<file path="config.mk">
export PLATFORM = sky130hd
export DESIGN_NAME = burst_col_seq
export DESIGN_NICKNAME = d
export VERILOG_FILES = /design/src/rtl/bcs_pkg.sv /design/src/rtl/bcs_len_decode.sv /design/src/rtl/bcs_addr_gen.sv /design/src/rtl/burst_col_seq.sv
export SDC_FILE = /design/constraint.sdc
export NUM_CORES = 1
export LEC_CHECK = 0
export ABC_CLOCK_PERIOD_IN_PS = 2400
export BUFFER_PORTS_ARGS = -buffer_cell sky130_fd_sc_hd__buf_2
export CAP_MARGIN = 20
export CORE_UTILIZATION = 40
export DETAILED_ROUTE_END_ITERATION = 8
export GPL_ROUTABILITY_DRIVEN = 1
export PLACE_DENSITY = 0.64
export SETUP_SLACK_MARGIN = 0.3
export SLEW_MARGIN = 20
export SYNTH_ARGS = -nofsm -noshare
export SYNTH_HDL_FRONTEND = slang
export SYNTH_SLANG_ARGS = --single-unit
</file>
<file path="constraint.sdc">
create_clock -name clk -period 2.4 [get_ports clk]
set_input_delay 0.24 -clock clk [delete_from_list [all_inputs] [get_ports clk]]
set_output_delay 0.24 -clock clk [all_outputs]
set_load 0.01 [all_outputs]
</file>
<file path="src/rtl/bcs_pkg.sv">
package bcs_pkg;

    localparam int unsigned LEN_CODE_W = 3;
    localparam logic [LEN_CODE_W-1:0] LEN_FULL_PAGE = 3'b111;
    localparam int unsigned MAX_FIXED_CODE = 3;

    typedef enum logic {
        ORD_SEQ = 1'b0,
        ORD_ILV = 1'b1
    } order_e;

endpackage

</file>
<file path="src/rtl/bcs_len_decode.sv">
module bcs_len_decode
    import bcs_pkg::*;
#(
    parameter int COL_W = 9
) (
    input  logic [LEN_CODE_W-1:0] code_i,
    input  logic                  ilv_req_i,
    output logic [COL_W-1:0]      mask_o,
    output logic                  full_o,
    output logic                  ilv_o,
    output logic                  err_o
);

    logic fixed_ok;

    assign full_o   = (code_i == LEN_FULL_PAGE);
    assign fixed_ok = (int'(code_i) <= int'(MAX_FIXED_CODE));

    // Low-bit mask: all ones for full page, (2^code)-1 for fixed codes,
    // zero (single beat) for the reserved codes.
    for (genvar i = 0; i < COL_W; i++) begin : g_mask
        assign mask_o[i] = full_o | (fixed_ok && (int'(code_i) > i));
    end

    // Interleaving is not defined across a whole page: fall back to sequential.
    assign ilv_o = ilv_req_i & ~full_o;
    assign err_o = ilv_req_i &  full_o;

endmodule

</file>
<file path="src/rtl/bcs_addr_gen.sv">
module bcs_addr_gen #(
    parameter int COL_W = 9
) (
    input  logic [COL_W-1:0] base_i,
    input  logic [COL_W-1:0] beat_i,
    input  logic [COL_W-1:0] mask_i,
    input  logic             ilv_i,
    output logic [COL_W-1:0] col_o
);

    logic [COL_W-1:0] low_seq;
    logic [COL_W-1:0] low_ilv;

    assign low_seq = base_i + beat_i;
    assign low_ilv = base_i ^ beat_i;

    // Bits outside the mask come from the start column; bits inside from the
    // selected ordering.
    assign col_o = (base_i & ~mask_i) | ((ilv_i ? low_ilv : low_seq) & mask_i);

endmodule

</file>
<file path="src/rtl/burst_col_seq.sv">
module burst_col_seq
    import bcs_pkg::*;
#(
    parameter int COL_W = 9
) (
    input  logic                  clk,
    input  logic                  rst_n,
    input  logic                  start_i,
    input  logic [COL_W-1:0]      start_col_i,
    input  logic [LEN_CODE_W-1:0] blen_i,
    input  logic                  order_i,
    input  logic                  term_i,
    output logic [COL_W-1:0]      col_o,
    output logic                  valid_o,
    output logic                  last_o,
    output logic                  err_o
);

    typedef struct packed {
        logic             valid;
        logic             last;
        logic             err;
        logic             full;
        logic             ilv;
        logic [COL_W-1:0] col;
        logic [COL_W-1:0] base;
        logic [COL_W-1:0] mask;
        logic [COL_W-1:0] beat;
    } seq_state_t;

    seq_state_t state_d, state_q;

    logic [COL_W-1:0] dec_mask;
    logic             dec_full;
    logic             dec_ilv;
    logic             dec_err;
    logic [COL_W-1:0] beat_nxt;
    logic [COL_W-1:0] gen_col;

    bcs_len_decode #(.COL_W(COL_W)) u_dec (
        .code_i    (blen_i),
        .ilv_req_i (order_i == ORD_ILV),
        .mask_o    (dec_mask),
        .full_o    (dec_full),
        .ilv_o     (dec_ilv),
        .err_o     (dec_err)
    );

    assign beat_nxt = state_q.beat + 1'b1;

    bcs_addr_gen #(.COL_W(COL_W)) u_gen (
        .base_i (state_q.base),
        .beat_i (beat_nxt),
        .mask_i (state_q.mask),
        .ilv_i  (state_q.ilv),
        .col_o  (gen_col)
    );

    always_comb begin
        state_d = state_q;
        if (start_i) begin
            state_d.valid = 1'b1;
            state_d.base  = start_col_i;
            state_d.mask  = dec_mask;
            state_d.full  = dec_full;
            state_d.ilv   = dec_ilv;
            state_d.err   = dec_err;
            state_d.beat  = '0;
            state_d.col   = start_col_i;
            state_d.last  = ~dec_full && (dec_mask == '0);
        end else if (state_q.valid && (term_i || state_q.last)) begin
            state_d.valid = 1'b0;
            state_d.last  = 1'b0;
        end else if (state_q.valid) begin
            state_d.beat  = beat_nxt;
            state_d.col   = gen_col;
            state_d.last  = ~state_q.full && (beat_nxt == state_q.mask);
        end
    end

    always_ff @(posedge clk) begin
        if (!rst_n) begin
            state_q <= '0;
        end else begin
            state_q <= state_d;
        end
    end

    assign col_o   = state_q.col;
    assign valid_o = state_q.valid;
    assign last_o  = state_q.last;
    assign err_o   = state_q.err;

    AST_START_LOADS: assert property (@(posedge clk) disable iff (!rst_n)
        start_i |=> (valid_o && col_o == $past(start_col_i)));
    AST_LAST_ENDS: assert property (@(posedge clk) disable iff (!rst_n)
        (valid_o && last_o && !start_i) |=> !valid_o);
    AST_UPPER_FIXED: assert property (@(posedge clk) disable iff (!rst_n)
        valid_o |-> ((col_o & ~state_q.mask) == (state_q.base & ~state_q.mask)));
    AST_FULL_NO_LAST: assert property (@(posedge clk) disable iff (!rst_n)
        (valid_o && state_q.full) |-> !last_o);
    AST_ERR_CAPTURE: assert property (@(posedge clk) disable iff (!rst_n)
        start_i |=> (err_o == ($past(blen_i) == LEN_FULL_PAGE && $past(order_i))));
    AST_LAST_NEEDS_VALID: assert property (@(posedge clk) disable iff (!rst_n)
        last_o |-> valid_o);
    AST_TERM_STOPS: assert property (@(posedge clk) disable iff (!rst_n)
        (valid_o && term_i && !start_i) |=> !valid_o);
    AST_IDLE_HOLDS: assert property (@(posedge clk) disable iff (!rst_n)
        (!valid_o && !start_i) |=> (!valid_o && $stable(col_o)));

endmodule

</file>
# --- After elaboration in Yosys (flattened, before gate mapping) ---
# Cells that the tools add are included.
op_classes:
  bitwise: 18
  order_cmp: 8
  n_mux: 8
  n_reduce_logical: 18
  eq_ne: 3
  add_sub_neg: 2
ops:
  columns: ["operator", "n"]
  rows:
  - ["$mux W9", 4]
  - ["$and A9 B9 Y9", 2]
  - ["$logic_and A1 B1 Y1", 10]
  - ["$add A9 B1 Y9 const B", 1]
  - ["$add A9 B9 Y9", 1]
  - ["$eq A9 B9 Y1", 1]
  - ["$gt A3 B3 Y1 const B", 3]
  - ["$logic_not A9 Y1", 1]
  - ["$not A9 Y9", 1]
  - ["$or A9 B9 Y9", 1]
  - ["$xor A9 B9 Y9", 1]
  - ["$or A1 B1 Y1", 7]
  - ["$gt A3 B1 Y1 const B", 2]
  - ["$gt A3 B2 Y1 const B", 2]
  - ["$not A1 Y1", 4]
  - ["$reduce_and A2 Y1", 2]
  - ["$reduce_bool A2 Y1", 2]
  - ["$eq A3 B3 Y1 const B", 1]
  - ["$le A3 B2 Y1 const B", 1]
  - ["$mux W1", 3]
  - ["$reduce_bool A3 Y1", 1]
  - ["$and A1 B1 Y1", 2]
  - ["$mux W2", 1]
  - ["$ne A2 B2 Y1 const B", 1]
  - ["other kinds (2)", 2]
word_totals:
  input_bits: 17
  wordCells: 66
  regBits: 40
  out_inout_bits: 12

# --- Longest topological paths before layout ---
logic_depth:
  word_depth: 8
  ltp_mapped: 13
  depth_no_buf: 11

# --- Hierarchy ---
# Synthesis repeated with hierarchy kept, for this count alone.
unflattened:
  hier_cells: 301
  area_unflattened_um2: 2665.1
by_module_without_submodules:
  columns: ["module", "area_per_inst_um2", "cells_per_inst", "seq_area_each_um2", "n_inst"]
  rows:
  - ["burst_col_seq", 2050.7, 221, 820.8, 1]
  - ["bcs_addr_gen", 519.2, 67, 0.0, 1]
  - ["bcs_len_decode", 95.1, 13, 0.0, 1]

# --- Worst setup path after synthesis ---
# OpenSTA, ideal clock, no wires.
synth_timing:
  path_kind: "register -> register"
  startpoint: "reg state_q[0] (netlist name)"
  endpoint: "reg state_q, in the netlist col_o[8]"
  period_less_slack_ns: 2.622
  stages_incl_launch_ff: 13
  setup_time_ns: 0.122
  t_required_ns: 2.278
  path_slack_ns: -0.222
  n_path_buf: 1
  arrival_ns: 2.500
  cell_sequence: "dfxtp_1 -> nand2_2 -> or3_1 -> buf_6 -> nor2_1 -> xor2_1 -> ha_1 -> a221o_1 -> nand2_1 -> a31oi_1 -> xnor2_1 -> nor2_1 -> a221o_1"
synth_between:
  elab_chain_cells: 8
  word_cells_on_any_way: 9
  classes_between: "add/sub: 2; mux: 4; bitwise: 3"
synth_rtl:
  columns: ["item", "line_no", "rtl"]
  rows:
  - ["start: declaration", "burst_col_seq.sv:31", "seq_state_t state_d, state_q;"]
  - ["start signal: assignment", "burst_col_seq.sv:85", "state_q <= state_d;"]
  - ["$add A9 B1 Y9", "burst_col_seq.sv:49", "assign beat_nxt = state_q.beat + 1'b1;"]
  - ["net beat_nxt[7]", "burst_col_seq.sv:37", "logic [COL_W-1:0] beat_nxt;"]
  - ["$add A9 B9 Y9", "bcs_addr_gen.sv:14", "assign low_seq = base_i + beat_i;"]
  - ["$mux W9", "bcs_addr_gen.sv:19", "assign col_o = (base_i & ~mask_i) | ((ilv_i ? low_ilv : low_seq) & mask_i);"]
  - ["$and A9 B9 Y9", "bcs_addr_gen.sv:19", null]
  - ["$or A9 B9 Y9", "bcs_addr_gen.sv:19", null]
  - ["$mux W9", "burst_col_seq.sv:74", "end else if (state_q.valid) begin"]
  - ["$mux W9", "burst_col_seq.sv:71", "end else if (state_q.valid && (term_i || state_q.last)) begin"]
  - ["$mux W9", "burst_col_seq.sv:61", "if (start_i) begin"]
# The timed path passes the listed nets, and every way through them passes these cells. The select of a mux whose other input is x is not followed.
# A chain may end at the register's enable or synchronous reset.

# --- Worst setup path after layout ---
layout_timing:
  startpoint: "reg state_q[3] (netlist name)"
  endpoint: "reg state_q, in the netlist col_o[8]"
# The elaborated chain is that of the path after synthesis.

==> metrics.yaml <==
global_route:
  grt_overflow: 0
  antenna_found_initial: 0
  grt_pass1_vias: 1994
  track_usage_pct: 20.5
  grt_max_degree: 34
  grt_pass1_wl_um: 9870
layout:
  final_cells: 406
  final_common_cell: "dfxtp_1"
  final_layout_size_suffix_gt1_share_pct: 33.5
  nets: 362
  num-fill-cells: 513
  area_delta_synth_final_pct: 28.4
  multi_input_area_mm2: 0.00167
  layout.area.seq_um2: 752
  antenna_cells: 0
  post-route-util_pct: 54.5
  layout_common_cells: "dfxtp_1, nand2_1, buf_2"
placed_design:
  place.gp.congestion: 0.903
  hpwlAfterDp_um: 4220
  place_ws_ns: -0.107
  placedCellCount: 389
  port_buffers: 28
clocking:
  holdBufCountCts: 0
  cts_buffers: 5
  worstSkewPairLatency_ns: 0.29
  cts.sinks: 37
  clkTransAtPathRegs_ns: 0.08
  cts-htree-levels: 2
  clockBufferDepth: 2
  clock-root-buffer: "clkbuf_8"
  cts_tree: "built"
power:
  p_seq_share_pct: 51.3
  switching_power_uw: 359
  cellInternalPower_uw: 935
  pwr-share-comb_pct: 15.3
  power.leakage_nw: 1.25
  totalPowerFinal_mw: 1.29
  p_clk_share_pct: 33.4
  switching_share_pct: 27.7
  pwr_density_cell_mw_per_mm2: 420
  max-vdd-ir-drop_mv: 0.216
synthesis:
  synth_xor_area_share_pct: 8.41
  synth-compound-area-share_pct: 21.9
  synth_cell_type_count: 51
  synth_area_per_cell_um2: 8.21
  ys_seq_area_share_pct: 30.9
  synth-adder-area-share_pct: 7.00
  syn_inst: 292
  syn_area_mm2: 0.00240
  synth_edf_count: 0
  synthSimpleGateAreaFrac_pct: 19.9
  synth_seq_cells: 37
  synthMuxAreaShare_pct: 3.34
  async_flop_share_pct: 0
  synth_ff_type: "dfxtp_1"
  syn-num-nets: 321
  yosys_warnings: 0
  synth_top_family_by_area: "compound AO/OA/AOI/OAI gates"
worst_setup_path:
  end_kind: "flip-flop"
  crit_buf_inv: 0
  r2r_start: "state_q[3]"
  critPathKind: "flip-flop to flip-flop"
  crit_start: "state_q[3]"
  cp_top_family: "simple AND/OR/NAND/NOR gates"
  cp_common_cell: "a221o_1"
  start_kind: "flip-flop"
  cp_data_arrival_time_ns: 2.62
  cp.required_ns: 2.59
  cpMaxStageDelayCell: "or3_4"
  crit_path_max_fanout: 3
  path_cells: "nand2_2 > or3_4 > nor2_4 > xor2_2 > ha_1 > a221o_1 > nand2_1 > a31oi_2 > xnor2_2 > nor2_1 > a221o_1"
  max_stage_delay_ns: 0.39
floorplan:
  ioPinCount: 29
  die_w_um: 79.4
  die-area_mm2: 0.00630
  die_y_um: 79.4
  num_rows: 27
  start_util_pct: 42.5
  coreArea_mm2: 0.00564
worst_hold_path:
  hp-class: "input port to flip-flop"
  hold_start: "start_col_i[2]"
sta:
  grt_setup_unrepaired: "true"
  fin_skew_ns: 0.00671
  period_share_pct: 101
  slew_headroom_pct: 69.2
  finalSetupViolCount: 1
  timing.fmax_mhz: 412
  finalMaxSlewViolations: 0
  setup_ws_ns: -0.0281
  worst_hold_slack_ns: 0.211
  worst_slew_pin_slew_ns: 0.462
  post-route-min-period_ns: 2.43
  final-hold-violation-count: 0
routing:
  wl_per_cell_um: 14.9
  drc: 0
  first_iter_violations: 149
  first_pass_iters: 4
  vias_per_cell: 5.34
  vias: 2170
  ant_nets: 0
  drt_wl_total_um: 6050
status:
  failed_checks: "negative setup slack"
  outcome: "finished with violations"
job:
  max-cap-violations: 0
per-stage QoR:
stage,setup TNS (ns),cell area (um2)
2_1_floorplan,-0.0844,2460
3_3_place_gp,-0.0860,2710
3_5_place_dp,-0.110,2710
4_1_cts,-0.0330,2980
5_1_grt,-0.237,3080
6_report,-0.0281,3080
cell type report:
class,count,area share [%]
inverter,12,1.46
clock inverter,2,0.325
tap,72,2.93
multi-input combinational,214,54.4
sequential,37,24.4
timing repair buffer,63,14.1
clock buffer,6,2.36
sequential cells by signal (all words and copies together) (netlist names):
name,cells
err_o,1
last_o,1
valid_o,1
state_q,25
col_o,9
power by group through the flow:
stage | clock network, mW | registers (mW) | logic [mW]
6_report | 0.432 | 0.664 | 0.197
5_1_grt | 0.469 | 0.668 | 0.221
4_1_cts | 0.446 | 0.664 | 0.188
3_5_place_dp | 0 | 0.679 | 0.180
3_3_place_gp | 0 | 0.678 | 0.177
2_1_floorplan | 0 | 0.672 | 0.131
worst register-to-register path, delay by kind of cell (launching register included):
family	cells	cell delay, ns
AND/OR/NAND/NOR	5	0.70
AO/OA/AOI/OAI	3	0.63
flip-flops	1	0.36
XOR/XNOR	2	0.34
adder cells (fa/ha/maj)	1	0.30
synth_stat cells (6+ instances only):
master	number	share of area, %
nor2_1	20	3.1
a21boi_0	11	3.4
mux2i_1	8	3.3
buf_4	9	2.8
nand3_1	6	1.3
nand2_1	29	4.5
xor2_1	9	3.3
ha_1	11	5.7
dfxtp_1	37	31
a21oi_1	16	3.3
xnor2_1	14	5.1
inv_1	11	1.7
nor2b_1	9	2.3
o21ai_0	16	3.3
nor3_1	7	1.5
nand2b_1	6	1.6
clkbuf_1	13	2.0
cell families after synthesis:
family,count (synthesis)
AO/OA/AOI/OAI,75
adder cells (fa/ha/maj),13
buffers and inverters,41
multiplexers,8
AND/OR/NAND/NOR,95
XOR/XNOR,23
flip-flops,37
metal layers:
layer	global-route usage, %	share of wire [%]	up-vias
met5	0	0	-
met2	32.7	48	45
met4	7.09	0.94	0
met3	4.23	3.5	4
met1	27.2	48	1029
li1	-	-	1092
worst paths after layout:
| check | end | slack [ns] | cells past startpoint |
|---|---|---|---|
| setup / recovery | col_o[8] | -0.03 | 11 |
| hold / removal | state_q[20] | 0.21 | 3 |
| setup reg to reg | col_o[8] | -0.03 | 11 |
| hold reg to reg | err_o | 0.49 | 2 |
repair_timing:
action / in CTS / in global routing
cloned: 0 / 0
endpoints found under the setup margin: 5 / 8
setup buffers: 6 / 3
pin swaps: 21 / 15
resized for setup: 24 / 14
(Power assumes the default switching activity.)
